<file path="src/rtl/csio_pkg.sv">
package csio_pkg;

    localparam int FRAME_BITS = 8;

    typedef enum logic [1:0] {
        SRC_FAST = 2'b00,
        SRC_MID  = 2'b01,
        SRC_SLOW = 2'b10,
        SRC_OFF  = 2'b11
    } src_e;

    typedef struct packed {
        logic hs_off;
        logic hs_rts;
        logic od_mode;
        logic edge_pol;
        logic idle_ro;
        logic msb_first;
        src_e src;
    } ctl_t;

    function automatic logic src_valid(input src_e s);
        return s != SRC_OFF;
    endfunction

endpackage

</file>
<file path="src/rtl/csio_baud.sv">
module csio_baud
    import csio_pkg::*;
#(
    parameter int RELOAD_W = 8,
    parameter int DIV_MID  = 8,
    parameter int DIV_HIGH = 32
) (
    input  logic                clk,
    input  logic                rst,
    input  logic                run,
    input  src_e                src,
    input  logic [RELOAD_W-1:0] reload,
    output logic                tick
);
    localparam int MW = $clog2(DIV_MID);
    localparam int HW = $clog2(DIV_HIGH);
    localparam logic [MW-1:0] MID_LAST  = MW'(DIV_MID - 1);
    localparam logic [HW-1:0] HIGH_LAST = HW'(DIV_HIGH - 1);

    logic [MW-1:0]       mid_q;
    logic [HW-1:0]       high_q;
    logic [RELOAD_W-1:0] cnt_q;
    logic                src_en;

    always_ff @(posedge clk) begin
        if (rst) begin
            mid_q  <= '0;
            high_q <= '0;
        end else begin
            mid_q  <= (mid_q == MID_LAST) ? '0 : mid_q + 1'b1;
            high_q <= (high_q == HIGH_LAST) ? '0 : high_q + 1'b1;
        end
    end

    always_comb begin
        case (src)
            SRC_FAST: src_en = 1'b1;
            SRC_MID:  src_en = (mid_q == MID_LAST);
            SRC_SLOW: src_en = (high_q == HIGH_LAST);
            default:  src_en = 1'b0;
        endcase
    end

    always_ff @(posedge clk) begin
        if (rst) begin
            cnt_q <= '0;
        end else if (!run) begin
            cnt_q <= reload;
        end else if (src_en) begin
            cnt_q <= (cnt_q == '0) ? reload : cnt_q - 1'b1;
        end
    end

    assign tick = run && src_en && (cnt_q == '0);

endmodule

</file>
<file path="src/rtl/csio_shift.sv">
module csio_shift #(
    parameter int W = 8
) (
    input  logic         clk,
    input  logic         rst,
    input  logic         start,
    input  logic [W-1:0] data,
    input  logic         msb_first,
    input  logic         pol,
    input  logic         tick,
    input  logic         sdi,
    output logic         busy,
    output logic         sclk,
    output logic         sdo,
    output logic         done,
    output logic [W-1:0] rx_byte
);
    localparam int CW = $clog2(2 * W);
    localparam logic [CW-1:0] LAST = CW'(2 * W - 1);

    logic [CW-1:0] hc_q;
    logic [W-1:0]  tx_sr, rx_sr, ld_ord, rx_full, rx_ord;
    logic          pol_q, msb_q;

    always_comb begin
        rx_full = pol_q ? rx_sr : {sdi, rx_sr[W-1:1]};
        for (int i = 0; i < W; i++) begin
            ld_ord[i] = msb_first ? data[W-1-i] : data[i];
            rx_ord[i] = msb_q ? rx_full[W-1-i] : rx_full[i];
        end
    end

    always_ff @(posedge clk) begin
        if (rst) begin
            busy    <= 1'b0;
            hc_q    <= '0;
            sclk    <= 1'b1;
            sdo     <= 1'b1;
            tx_sr   <= '0;
            rx_sr   <= '0;
            pol_q   <= 1'b0;
            msb_q   <= 1'b0;
            done    <= 1'b0;
            rx_byte <= '0;
        end else begin
            done <= 1'b0;
            if (start && !busy) begin
                busy  <= 1'b1;
                hc_q  <= '0;
                pol_q <= pol;
                msb_q <= msb_first;
                if (pol) begin
                    sdo   <= ld_ord[0];
                    tx_sr <= ld_ord >> 1;
                end else begin
                    tx_sr <= ld_ord;
                end
            end else if (busy && tick) begin
                sclk <= ~sclk;
                hc_q <= hc_q + 1'b1;
                if (!hc_q[0]) begin
                    if (!pol_q) begin
                        sdo   <= tx_sr[0];
                        tx_sr <= tx_sr >> 1;
                    end else begin
                        rx_sr <= {sdi, rx_sr[W-1:1]};
                    end
                end else begin
                    if (!pol_q) begin
                        rx_sr <= {sdi, rx_sr[W-1:1]};
                    end else if (hc_q != LAST) begin
                        sdo   <= tx_sr[0];
                        tx_sr <= tx_sr >> 1;
                    end
                end
                if (hc_q == LAST) begin
                    busy    <= 1'b0;
                    done    <= 1'b1;
                    rx_byte <= rx_ord;
                end
            end
        end
    end

endmodule

</file>
<file path="src/rtl/csio_hs.sv">
module csio_hs (
    input  logic hs_off,
    input  logic hs_rts,
    input  logic hs_in_n,
    input  logic busy,
    input  logic unread,
    output logic may_start,
    output logic hs_out_n
);
    always_comb begin
        may_start = hs_off || hs_rts || !hs_in_n;
        hs_out_n  = (hs_off || !hs_rts) ? 1'b1 : (busy || unread);
    end
endmodule

</file>
<file path="src/rtl/csio_port.sv">
module csio_port
    import csio_pkg::*;
#(
    parameter int DATA_W   = csio_pkg::FRAME_BITS,
    parameter int RELOAD_W = 8,
    parameter int DIV_MID  = 8,
    parameter int DIV_HIGH = 32
) (
    input  logic              clk,
    input  logic              rst,
    input  logic              reg_we,
    input  logic              reg_addr,
    input  logic [7:0]        reg_wdata,
    output logic [7:0]        reg_rdata,
    input  logic [DATA_W-1:0] tx_data,
    input  logic              tx_load,
    output logic [DATA_W-1:0] rx_data,
    output logic              rx_valid,
    input  logic              rx_ack,
    output logic              sclk,
    output logic              sd_out,
    output logic              sd_oe,
    input  logic              sd_in,
    input  logic              hs_in_n,
    output logic              hs_out_n
);
    ctl_t                ctl_q, ctl_wr, ctl_rd;
    logic [RELOAD_W-1:0] reload_q;
    logic [DATA_W-1:0]   hold_q;
    logic                pending_q, unread_q;
    logic                sh_busy, sh_done, sh_sdo, baud_tick, may_start, start;

    always_comb begin
        ctl_wr         = ctl_t'(reg_wdata);
        ctl_wr.idle_ro = 1'b0;
        ctl_rd         = ctl_q;
        ctl_rd.idle_ro = !sh_busy && !pending_q;
        reg_rdata      = reg_addr ? 8'(reload_q) : ctl_rd;
    end

    assign start = pending_q && may_start && !sh_busy;

    always_ff @(posedge clk) begin
        if (rst) begin
            ctl_q     <= '0;
            reload_q  <= '0;
            hold_q    <= '0;
            pending_q <= 1'b0;
            unread_q  <= 1'b0;
        end else begin
            if (reg_we && !reg_addr) ctl_q    <= ctl_wr;
            if (reg_we && reg_addr)  reload_q <= RELOAD_W'(reg_wdata);
            if (start)   pending_q <= 1'b0;
            if (tx_load) begin
                hold_q    <= tx_data;
                pending_q <= 1'b1;
            end
            if (rx_ack)  unread_q <= 1'b0;
            if (sh_done) unread_q <= 1'b1;
        end
    end

    csio_baud #(
        .RELOAD_W(RELOAD_W), .DIV_MID(DIV_MID), .DIV_HIGH(DIV_HIGH)
    ) u_baud (
        .clk(clk), .rst(rst), .run(sh_busy), .src(ctl_q.src),
        .reload(reload_q), .tick(baud_tick)
    );

    csio_shift #(.W(DATA_W)) u_shift (
        .clk(clk), .rst(rst), .start(start), .data(hold_q),
        .msb_first(ctl_q.msb_first), .pol(ctl_q.edge_pol), .tick(baud_tick),
        .sdi(sd_in), .busy(sh_busy), .sclk(sclk), .sdo(sh_sdo),
        .done(sh_done), .rx_byte(rx_data)
    );

    csio_hs u_hs (
        .hs_off(ctl_q.hs_off), .hs_rts(ctl_q.hs_rts), .hs_in_n(hs_in_n),
        .busy(sh_busy), .unread(unread_q), .may_start(may_start),
        .hs_out_n(hs_out_n)
    );

    assign rx_valid = sh_done;
    assign sd_out   = sh_sdo;
    assign sd_oe    = ctl_q.od_mode ? !sh_sdo : 1'b1;

endmodule

</file>
<file path="config.mk">
export PLATFORM = sky130hd
export DESIGN_NAME = csio_port
export DESIGN_NICKNAME = d
export VERILOG_FILES = /design/src/rtl/csio_pkg.sv /design/src/rtl/csio_baud.sv /design/src/rtl/csio_shift.sv /design/src/rtl/csio_hs.sv /design/src/rtl/csio_port.sv
export SDC_FILE = /design/constraint.sdc
export NUM_CORES = 1
export LEC_CHECK = 0
export BUFFER_PORTS_ARGS = -buffer_cell sky130_fd_sc_hd__clkbuf_2
export CAP_MARGIN = 15
export CORE_MARGIN = 2
export CORE_UTILIZATION = 30
export DETAILED_ROUTE_END_ITERATION = 10
export PLACE_DENSITY = 0.49
export SETUP_SLACK_MARGIN = 0.4
export SKIP_CTS_REPAIR_TIMING = 1
export SLEW_MARGIN = 20
export SYNTH_ARGS = -nofsm -noshare
export SYNTH_HDL_FRONTEND = slang
export SYNTH_SLANG_ARGS = --single-unit
</file>
<file path="constraint.sdc">
create_clock -name clk -period 3 [get_ports clk]
set_clock_uncertainty 0.15 [all_clocks]
set_input_delay 0.15 -clock clk [delete_from_list [all_inputs] [get_ports clk]]
set_output_delay 0.15 -clock clk [all_outputs]
set_load 0.03 [all_outputs]
</file>
==> flow_summary_export.csv <==
group,metric,value,unit
floorplanning,std_cell_rows,40,
yosys,netlist-cell-type-count,57,
place,dp_cells,558,
routing,dr.first_iter.drc_count,100,
routing,wl_per_cell,13.8,µm
cts,cts_buffer_depth,2,
critical_path,crit_fanout,6,
routing,drtAntennaViolNets,0,
timing,slew_violations,0,
timing,max_slew_margin,41.7,%
yosys,synth_largest_area_cell,"dfxtp_1",
critical_path,cp.required,3.10,ns
hold_path,hold_class,"in -> reg",
timing,tns,0,ns
yosys,seq_area_frac_synth,41.4,%
yosys,ys_ff_latch,75,
critical_path,worstPathCellList,"ha_1 > and3_1 > ha_2 > nand2b_1 > a21boi_0 > nor2_1 > or3_1 > a31oi_1",
cells_and_area,fin_nets,476,
cells_and_area,fin_cells,597,
critical_path,worst_setup_path_end_kind,"register",
critical_path,critical_path_class,"reg -> reg",
yosys,yosysWarnings,0,
routing,via_per_inst,4.94,
yosys,synthArstFlopShare,0,%
place,globalplace.congestion,0.849,
yosys,syn-num-nets,421,
pwr,ir_worst_vdd,0.000201,V
global_routing,grt_usage,13.3,%
floorplanning,core_area,11900,µm²
cts,clock_sinks,75,
routing,dr.pass1.iters,4,
cts,htreeDepth,3,
routing,wl_met1,4260,µm
yosys,synthTopCellsByArea,"dfxtp_1 (41%), mux2i_1 (7.7%), mux4_2 (6.8%)",
cells_and_area,drive_gt1_share,21.1,%
timing,fmax,399,MHz
cts,path_clk_slew,0.05,ns
global_routing,antenna_found_initial,0,
global_routing,grt_pass1_wl,13500,µm
place,hpwl,5770,µm
critical_path,cp_slowest_cell,"a21boi_0",
floorplanning,start_util,30.4,%
critical_path,cp.arrival,2.61,ns
critical_path,crit_buf_inv,0,
critical_path,slowest_delay,0.52,ns
timing,setup-violations-final,0,
routing,drt_wl_total,8220,µm
routing,met2WireLength,3570,µm
yosys,synth_area_per_cell,9.30,µm²
yosys,synth_edf_count,0,
cells_and_area,diodes,0,
pwr,power.leakage,1.69,nW
floorplanning,io_pins,45,
cts,numCtsBuffers,9,
global_routing,grt_max_degree,33,
timing,finalHoldWorstSlack,0.0683,ns
global_routing,grt_overflow_total,0,
floorplanning,die_area,13000,µm²
status,status,"finished clean",
floorplanning,die_y,114,µm
global_routing,grt_pass1_vias,2622,
timing,period_minus_slack,2.51,ns
critical_path,critPathLaunchType,"register",
cts,cts-root-buf,"clkbuf_16",
timing,rsz0062_at_grt,"no",
routing,routed-wl-met3,272,µm
floorplanning,fp.dieW,114,µm
timing,period_share,83.5,%
cts,clock_latency,0.33,ns
routing,highest_layer,"met4",
cells_and_area,syn_to_final_growth,23.4,%
timing,hold_viol,0,
pwr,cellPowerDensity,564,nW/µm²
place,portBuffers,44,
yosys,syn_inst,390,
timing,worst_pin_slew,0.872,ns
yosys,synthFlopType,"dfxtp_1",
routing,drc,0,
flow_run,max-cap-violations,0,
routing,vias,2949,
critical_path,cp_top_family,"simple AND/OR/NAND/NOR gates",
yosys,syn_area,3630,µm²
yosys,synth_top_area_share,41.4,%
cts,cts_tree,"built",
## registers in the layout, summed over array words and instances (netlist names)
signal / count
u_shift.rx_byte: 8
unread_q: 1
u_baud.mid_q: 3
u_shift.hc_q: 4
u_shift.busy: 1
u_baud.cnt_q: 8
u_shift.sclk: 1
hold_q: 8
u_shift.pol_q: 1
u_shift.done: 1
u_shift.tx_sr: 8
u_shift.rx_sr: 8
pending_q: 1
u_shift.sdo: 1
u_shift.msb_q: 1
u_baud.high_q: 5
ctl_q: 7
reload_q: 8
## cell usage in the layout (no fill, tap or decap), types with 5 or more instances in the layout
master	count
dlygate4sd3_1	18
nor2_1	60
nand2_1	23
nor3_1	26
clkbuf_16	9
clkbuf_2	44
nand3_1	16
dfxtp_1	75
mux2_2	6
buf_4	8
xnor2_1	7
nand2b_1	6
ha_1	6
nor3b_1	7
a21oi_1	25
nor2b_1	5
inv_1	9
mux2i_1	28
mux4_2	11
## logic make-up after synthesis
logic type / count (synthesis) / synth area share (%)
buffers and inverters: 35 / 3.97
XOR/XNOR: 9 / 2.17
multiplexers: 45 / 16.4
flip-flops: 75 / 41.4
AO/OA/AOI/OAI: 62 / 11.9
adder cells (fa/ha/maj): 7 / 2.42
AND/OR/NAND/NOR: 157 / 21.7
## layer usage
layer | track usage (%) | vias up
met5 | 0 | -
met4 | 5.61 | 0
met3 | 3.51 | 10
met2 | 19.2 | 45
met1 | 18.7 | 1381
li1 | - | 1513
## power by group
group / internal (mW) / switching (mW)
combinational: 0.147 / 0.170
sequential: 1.04 / 0.0529
clock: 0.713 / 0.395
## worst reg2reg max path, cell delays in order (launching register included)
cell and delay [ns]:
dfxtp_1 0.35, ha_1 0.18, and3_1 0.17, ha_2 0.24
nand2b_1 0.08, a21boi_0 0.52, nor2_1 0.22, or3_1 0.36
a31oi_1 0.16
## through the flow
step	power [mW]	util (%)	worst slack, ns	cell area, µm²
2_1_floorplan	1.33	-	0.635	3630
3_3_place_gp	1.40	33.1	0.442	3940
3_5_place_dp	1.41	33.1	0.312	3940
4_1_cts	2.53	35.7	0.300	4250
5_1_grt	2.64	37.6	0.380	4470
6_report	2.52	37.6	0.494	4470
## cell type report
cell class	instances	area, µm²
clock buffer	15	278
clock inverter	1	30.0
fill	1226	7440
inverter	9	33.8
multi-input combinational	280	1990
sequential	75	1500
tap	147	184
timing repair buffer	70	460
## synth_stat cells (all sizes together), types with 8 or more instances
library cell,count
a21oi,25
buf,10
clkbuf,16
dfxtp,75
inv,9
mux2i,28
mux4,11
nand2,23
nand3,17
nor2,60
nor3,28
nor3b,8
## worst paths after layout
check,startpoint,to,slack [ns],cells past startpoint
min reg2reg,u_baud.mid_q[0],u_baud.mid_q[0],0.27,1
max reg2reg,u_baud.high_q[0],u_baud.cnt_q[0],0.49,8
min,reg_we,reload_q[0],0.07,3
max,u_baud.high_q[0],u_baud.cnt_q[0],0.49,8
Power figures use the tool's default switching activity.
